[src/rtl/irq_vector_ctrl_pkg.sv]
package irq_vector_ctrl_pkg;

  // Word address of a vector slot: table base plus two words per index.
  // Index 0 (reset) is never relocated.
  function automatic int unsigned ivc_vector(input int unsigned idx,
                                              input logic        reloc,
                                              input int unsigned boot_base);
    int unsigned base;
    base = (reloc && idx != 0) ? boot_base : 0;
    return base + 2 * idx;
  endfunction

  // Program counter lies in the boot section
  function automatic logic ivc_in_boot(input int unsigned pc_w,
                                       input int unsigned boot_base);
    return pc_w >= boot_base;
  endfunction

endpackage

[src/rtl/ivc_pending.sv]
module ivc_pending #(
  parameter int NUM_IRQ = 6
) (
  input  logic               clk,
  input  logic               rst_n,
  input  logic [NUM_IRQ-1:0] req,
  input  logic [NUM_IRQ-1:0] clr,
  output logic [NUM_IRQ-1:0] pend
);

  // A request arriving in the same cycle as its acknowledge is kept.
  for (genvar g = 0; g < NUM_IRQ; g++) begin : g_flag
    always_ff @(posedge clk or negedge rst_n) begin
      if (!rst_n)
        pend[g] <= 1'b0;
      else
        pend[g] <= (pend[g] & ~clr[g]) | req[g];
    end
  end

endmodule

[src/rtl/ivc_gie.sv]
module ivc_gie (
  input  logic clk,
  input  logic rst_n,
  input  logic take,
  input  logic reti,
  input  logic wr,
  input  logic wdata,
  output logic gie
);

  always_ff @(posedge clk or negedge rst_n) begin
    if (!rst_n)
      gie <= 1'b0;
    else if (take)
      gie <= 1'b0;
    else if (reti)
      gie <= 1'b1;
    else if (wr)
      gie <= wdata;
  end

endmodule

[src/rtl/ivc_arbiter.sv]
module ivc_arbiter #(
  parameter int N     = 7,
  parameter int IDX_W = (N > 1) ? $clog2(N) : 1
) (
  input  logic [N-1:0]     cand,
  output logic [N-1:0]     grant,
  output logic [IDX_W-1:0] idx,
  output logic             any
);

  // Scan from the top down so the lowest set index is the last to write.
  always_comb begin
    idx = '0;
    for (int i = N - 1; i >= 0; i--) begin
      if (cand[i]) idx = IDX_W'(i);
    end
    any   = |cand;
    grant = any ? (N'(1) << idx) : '0;
  end

endmodule

[src/rtl/irq_vector_ctrl.sv]
module irq_vector_ctrl
  import irq_vector_ctrl_pkg::*;
#(
  parameter int NUM_IRQ   = 6,
  parameter int ADDR_W    = 14,
  parameter int BOOT_BASE = 14'h1C00
) (
  input  logic               clk,
  input  logic               rst_n,
  input  logic [NUM_IRQ-1:0] irq_req,
  input  logic [NUM_IRQ-1:0] irq_en,
  input  logic               ie_wr,
  input  logic               ie_wdata,
  input  logic               reti,
  input  logic               vec_reloc,
  input  logic [ADDR_W-1:0]  pc,
  input  logic               prot_a,
  input  logic               prot_b,
  input  logic               rst_req,
  output logic               take,
  output logic [ADDR_W-1:0]  vec_addr,
  output logic [NUM_IRQ:0]   ack,
  output logic               gie
);

  localparam int NSLOT = NUM_IRQ + 1;
  localparam int IDX_W = $clog2(NSLOT);

  // Named internal events, visible to the bound checker
  logic [NUM_IRQ-1:0] pend;
  logic               pc_boot;
  logic               prot_block;
  logic [NUM_IRQ-1:0] eligible;
  logic [NSLOT-1:0]   cand;
  logic [IDX_W-1:0]   win_idx;
  logic               win_any;

  ivc_pending #(.NUM_IRQ(NUM_IRQ)) u_pend (
    .clk   (clk),
    .rst_n (rst_n),
    .req   (irq_req),
    .clr   (ack[NUM_IRQ:1]),
    .pend  (pend)
  );

  ivc_gie u_gie (
    .clk   (clk),
    .rst_n (rst_n),
    .take  (take),
    .reti  (reti),
    .wr    (ie_wr),
    .wdata (ie_wdata),
    .gie   (gie)
  );

  // Boot protection: block when the program counter and the table
  // sit in different sections.
  assign pc_boot    = ivc_in_boot(32'(pc), BOOT_BASE);
  assign prot_block = (prot_a | prot_b) & (pc_boot ^ vec_reloc);

  assign eligible = pend & irq_en & {NUM_IRQ{gie & ~prot_block}};
  assign cand     = {eligible, rst_req};

  ivc_arbiter #(.N(NSLOT), .IDX_W(IDX_W)) u_arb (
    .cand  (cand),
    .grant (ack),
    .idx   (win_idx),
    .any   (win_any)
  );

  assign take     = win_any;
  assign vec_addr = win_any
                  ? ADDR_W'(ivc_vector(32'(win_idx), vec_reloc, BOOT_BASE))
                  : '0;

endmodule

[config.mk]
export PLATFORM = sky130hd
export DESIGN_NAME = irq_vector_ctrl
export DESIGN_NICKNAME = d
export VERILOG_FILES = /design/src/rtl/irq_vector_ctrl_pkg.sv /design/src/rtl/ivc_pending.sv /design/src/rtl/ivc_gie.sv /design/src/rtl/ivc_arbiter.sv /design/src/rtl/irq_vector_ctrl.sv
export SDC_FILE = /design/constraint.sdc
export NUM_CORES = 1
export LEC_CHECK = 0
export ABC_AREA = 1
export BUFFER_PORTS_ARGS = -buffer_cell sky130_fd_sc_hd__buf_4
export CAP_MARGIN = 5
export CORE_MARGIN = 3
export CORE_UTILIZATION = 35
export DETAILED_ROUTE_END_ITERATION = 16
export HOLD_SLACK_MARGIN = 0.06
export MAX_ROUTING_LAYER = met4
export PLACE_DENSITY = 0.75
export RECOVER_POWER = 100
export SYNTH_ARGS = -nofsm -noshare
export SYNTH_HDL_FRONTEND = slang
export SYNTH_SLANG_ARGS = --single-unit
[constraint.sdc]
create_clock -name clk -period 1.5 [get_ports clk]
set_input_delay 0.15 -clock clk [delete_from_list [all_inputs] [get_ports clk]]
set_output_delay 0.15 -clock clk [all_outputs]
set_load 0.05 [all_outputs]
# Word level (Yosys, flattened, before mapping)
# Index checks and enable logic that the tools add are counted.
# Widths: inputs -> output; s select.
dict set report totals {
  latch_bits 0
  output_inout_bits 23
  memories 0
  in_bits 35
  ram_bits 0
  rom_bits 0
  reg_bits 7
  wordCells 52
}
dict set report classes {
  n_mux 13
  order_cmp 1
  bitwise_logic 25
  addsub 1
  shift 1
  n_mul 0
  n_div 0
  n_eq_ne 0
  n_reduce_logical 4
}
# operator n
set op_table {}
lappend op_table {{$mux 3} 7}
lappend op_table {{$add 13x4->14} 1}
lappend op_table {{$ge 14x13->1 const B} 1}
lappend op_table {{$mux 14} 1}
lappend op_table {{$mux 13} 1}
lappend op_table {{$and 6x6->6} 2}
lappend op_table {{$and 1x1->1} 8}
lappend op_table {{$mux 7} 1}
lappend op_table {{$not 1->1} 7}
lappend op_table {{$or 1x1->1} 7}
lappend op_table {{$reduce_or 7->1} 1}
lappend op_table {{$shl 1x3->7 const A} 1}
lappend op_table {{$reduce_bool 3->1} 2}
lappend op_table {{$mux 1} 3}
lappend op_table {{$logic_and 1x1->1} 1}
lappend op_table {{$xor 1x1->1} 1}

# Depth between registers and ports, before layout
dict set report depth {
  ltp_word 18
  ltp_mapped 12
}

# By module
# Synthesis repeated with hierarchy kept, for this count alone.
dict set report hier_totals {
  hier_cells 115
  hier_area_um2 674.4
}
# module n_inst cells_each seq_area_each_um2 area_per_inst_um2
set by_module_without_submodules {}
lappend by_module_without_submodules {ivc_pending 1 30 150.1 240.2}
lappend by_module_without_submodules {irq_vector_ctrl 1 41 0.0 226.5}
lappend by_module_without_submodules {ivc_arbiter 1 36 0.0 156.4}
lappend by_module_without_submodules {ivc_gie 1 8 25.0 51.3}

# Least setup slack after synthesis
# OpenSTA, ideal clock, no wires.
dict set report synth_timing {
  kind {register -> output}
  start {reg u_gie.gie}
  end {out vec_addr[11]}
  path_stages_with_launch 8
  t_required_ps 1350
  arrival_ps 2708
  setup_slack_ps -1358
  path_buffers 1
  path_cell_list {dfrtp_1 > nand3_2 > nand2_2 > inv_1 > nand2_2 > nor2_1 > nor3_1 > buf_4}
}
dict set report synth_between {
  elab_chain_cells 14
  elab_cells_between_ends 15
  classes_between {1 x add/sub; 9 x mux; 2 x bitwise; 3 x reduce/logical}
}
# element line_no
set synth_lines {}
lappend synth_lines {{start: declaration} ivc_gie.sv:8} ;# output logic gie
lappend synth_lines {{start signal: assignment} ivc_gie.sv:19} ;# gie <= wdata;
lappend synth_lines {{$and 1x1->1 *} irq_vector_ctrl.sv:61} ;# assign eligible = pend & irq_en & {NUM_IRQ{gie & ~prot_block}};
lappend synth_lines {{$and 6x6->6 *} irq_vector_ctrl.sv:61}
lappend synth_lines {{$mux 3 (7 in series)} ivc_arbiter.sv:15} ;# if (cand[i]) idx = IDX_W'(i);
lappend synth_lines {{$reduce_bool 3->1} irq_vector_ctrl_pkg.sv:9} ;# base = (reloc && idx != 0) ? boot_base : 0;
lappend synth_lines {{$logic_and 1x1->1} irq_vector_ctrl_pkg.sv:9}
lappend synth_lines {{$mux 13} irq_vector_ctrl_pkg.sv:9}
lappend synth_lines {{$add 13x4->14} irq_vector_ctrl_pkg.sv:10} ;# return base + 2 * idx;
lappend synth_lines {{$mux 14 *} irq_vector_ctrl.sv:73} ;# ? ADDR_W'(ivc_vector(32'(win_idx), vec_reloc, BOOT_BASE))
lappend synth_lines {{end: declaration} irq_vector_ctrl.sv:21} ;# output logic [ADDR_W-1:0] vec_addr,
# Every way passes the cells marked *; elsewhere a longest branch is shown, timed or not.

# Worst setup path after layout
dict set report layout_timing {
  start {reg u_pend.pend[2]}
  end {out ack[6]}
}
dict set report layout_between {
  elab_chain_cells 8
  elab_cells_between_ends 9
  classes_between {1 x shift; 5 x mux; 2 x bitwise; 1 x reduce/logical}
}
# element line_no
set layout_lines {}
lappend layout_lines {{start: declaration} ivc_pending.sv:8} ;# output logic [NUM_IRQ-1:0] pend
lappend layout_lines {{start signal: indexed assignment} ivc_pending.sv:17} ;# pend[g] <= (pend[g] & ~clr[g]) | req[g];
lappend layout_lines {{$and 6x6->6 * (2 in series)} irq_vector_ctrl.sv:61}
lappend layout_lines {{$mux 3 (4 in series)} ivc_arbiter.sv:15}
lappend layout_lines {{$shl 1x3->7} ivc_arbiter.sv:18} ;# grant = any ? (N'(1) << idx) : '0;
lappend layout_lines {{$mux 7 *} ivc_arbiter.sv:18}
lappend layout_lines {{end: declaration} irq_vector_ctrl.sv:22} ;# output logic [NUM_IRQ:0] ack,
# Marks and branches as above.

==> reports/results.txt <==
Antenna diodes: 0
Largest cells by area after synthesis: dfrtp_1, nand2_1, inv_1
Cell Area, Synth: 609.3 um^2
Drt first pass iters: 4
Placed cells: 155
Cells after synthesis: 92
Critical path peak fanout: 4
DIE AREA: 2278 um^2
TritonCTS Sinks: 7
FP Rows: 14
Layout fillers: 93
Leak: 0.6656 nW
Slowest stage delay, CP: 0.37 ns
Final Critical Period: 1.913 ns
FF+latch area: 176.4 um^2
TritonCTS Buffers: 3
DRT iter0 DRCs: 12
CTS tree: done
Asr flop ratio synth: 100.0%
Yosys reg bits: 7
Max_cap viols: 0
WL final: 2.274 mm
Crit path DAT: 1.76 ns
Cell accounting for the most synthesized area: dfrtp_1
H-tree depth: 1
Die height: 47.73 um
Final hold violation count: 0
Total grt overflow: 0
Fmax: 522.8 MHz
I/O pin cnt: 58
RSZ-0062 raised after global routing: yes
Placement Setup Slack: -0.2498 ns
WL/cell: 13.54 um
Initial antenna violation count: 0
Post-synthesis to final-layout area growth: 112.9%
Final worst-path cycle share: 127.5%
DP Area: 1036 um^2
Unique masters post-synth: 21
Worst Path Required: 1.35 ns
Final HPWL DP: 1.520 mm
Vias after detailed routing: 760
CTS max path bufs: 2
Multi-input logic area: 429.2 um^2
DRC: 0
Synth warn: 0
Post-route insts no fill: 168
Syn Area/Cell: 6.623 um^2
Worst path slowest cell: dfrtp_1
Clk_skew: 0.004342 ns
Pwr Density: 609.3 nW/um^2
PortBufs: 39
Fin. max-slew vios: 0
Post-layout worst setup margin: -0.4128 ns
Final Cell Area: 1297 um^2
Max VDD drop: 0.5311 mV
GRT Util Overall: 22.52%
Outcome: finished, violations left
EDFF count, synth: 0
Crit path cell chain: nand2_1 > inv_2 > o211ai_1 > buf_4 > nand2_4 > nand2_4 > clkinvlp_4 > nand3_4 > clkinvlp_4 > buf_8
Top_reg_cell synth: dfrtp_1
Reg clk slew, reported paths: 0.05 ns
Fraction of layout cells with a size suffix above 1: 63.16%
Largest net degree at the start of global routing: 8
Root buffer cell: clkbuf_4
Setup crit end kind: output port
Core ar.: 1577 um^2
Post-route ant nets: 0
Sequential fraction of the synthesis area: 28.75%
Synth cell count leaders: nand2_1, inv_1, buf_4
Setup-failing EPs final: 17
TNS Setup: -4.680 ns
Synth top area share: 28.75%
Most numerous cell in the Yosys netlist: nand2_1
Violated checks: negative setup slack
Nets@finish: 188
Min-delay worst type: in2reg
Starting density of the core: 38.65%
Critical path launch point type: register
Critical path class: reg2out
Clock Latency Late Sink: 0.25 ns
Vias in the first global route: 769
Slew HR: 60.42%
GP Congestion: 0.7728
Worst Tran Pin Value: 0.5963 ns
Vias per inst: 4.524
Wire length of the first global-routing pass: 3.415 mm
Die width: 47.73 um
[timing repair]
action,4_1_cts,5_1_grt
setup buffers,7,2
endpoints found under the setup margin,17,19
gates resized for setup,38,9
hold endpoints to repair,7,0
hold buffers,1,0
pin swaps,10,7
[worst max-delay path: cells and delay by family, from the launching register on]
kind                   cells  cell delay, ns
buffers and inverters      5            0.61
AND/OR/NAND/NOR            4            0.35
flip-flops                 1            0.37
AO/OA/AOI/OAI              1            0.19
[area by class of cell]
class | instances | area share (%)
timing repair buffer | 60 | 42.24
inverter | 21 | 7.522
tap | 16 | 1.543
clock buffer | 4 | 2.025
multi-input combinational | 60 | 33.08
sequential | 7 | 13.60
[final timing paths]
path                            slack, ns        endpoint            from  depth (start not counted)
worst min register to register       0.48  u_pend.pend[0]  u_pend.pend[0]                          2
min in group asynchronous            0.33  u_pend.pend[5]           rst_n                          2
worst max register to register      -0.21  u_pend.pend[4]  u_pend.pend[2]                         11
worst min-delay path                 0.08  u_pend.pend[4]      irq_req[4]                          3
worst max-delay path                -0.41          ack[6]  u_pend.pend[2]                         10
max in group asynchronous            0.88       u_gie.gie           rst_n                          2
[stage by stage]
| stage | hold slack [ns] | util (%) | power (mW) |
|---|---|---|---|
| 2_1_floorplan | -0.1456 | - | 0.4457 |
| 3_3_place_gp | -0.03493 | 65.71 | 0.5363 |
| 3_5_place_dp | -0.03326 | 65.71 | 0.5440 |
| 4_1_cts | 0.07268 | 80.16 | 0.7794 |
| 5_1_grt | 0.07807 | 82.30 | 0.8402 |
| 6_report | 0.07904 | 82.30 | 0.7906 |
[registers in the layout, indices dropped and copies added (netlist names)]
register / count
u_gie.gie: 1
u_pend.pend: 6
[routing by layer]
layer  routed length, um  track usage [%]
met3                 103            4.135
met4                  24            9.677
met5                   0                -
met2                1261            36.41
met1                 885            27.11
[where the power goes]
group	switching [mW]	total, mW	internal [mW]
logic	0.250	0.413	0.164
clock network	0.0674	0.169	0.101
registers	0.0115	0.208	0.197
[logic make-up after synthesis]
family          share of synthesized area, %
buf+inv                                25.87
flops                                  28.75
simple gates                           34.91
compound gates                         9.857
other cells                           0.6154
[layout by cell type (no fill, tap or decap), drive strengths merged]
cell          n
a211oi        1
a21oi         2
and2          1
buf          56
clkbuf        7
clkinvlp      5
conb          8
dfrtp         7
dlygate4sd3   1
inv          16
nand2        25
nand3         9
nor2          7
nor3          1
o2111ai       1
o211ai        1
o21bai        2
or2           2
Note: power is estimated with default switching activity, not from simulation.
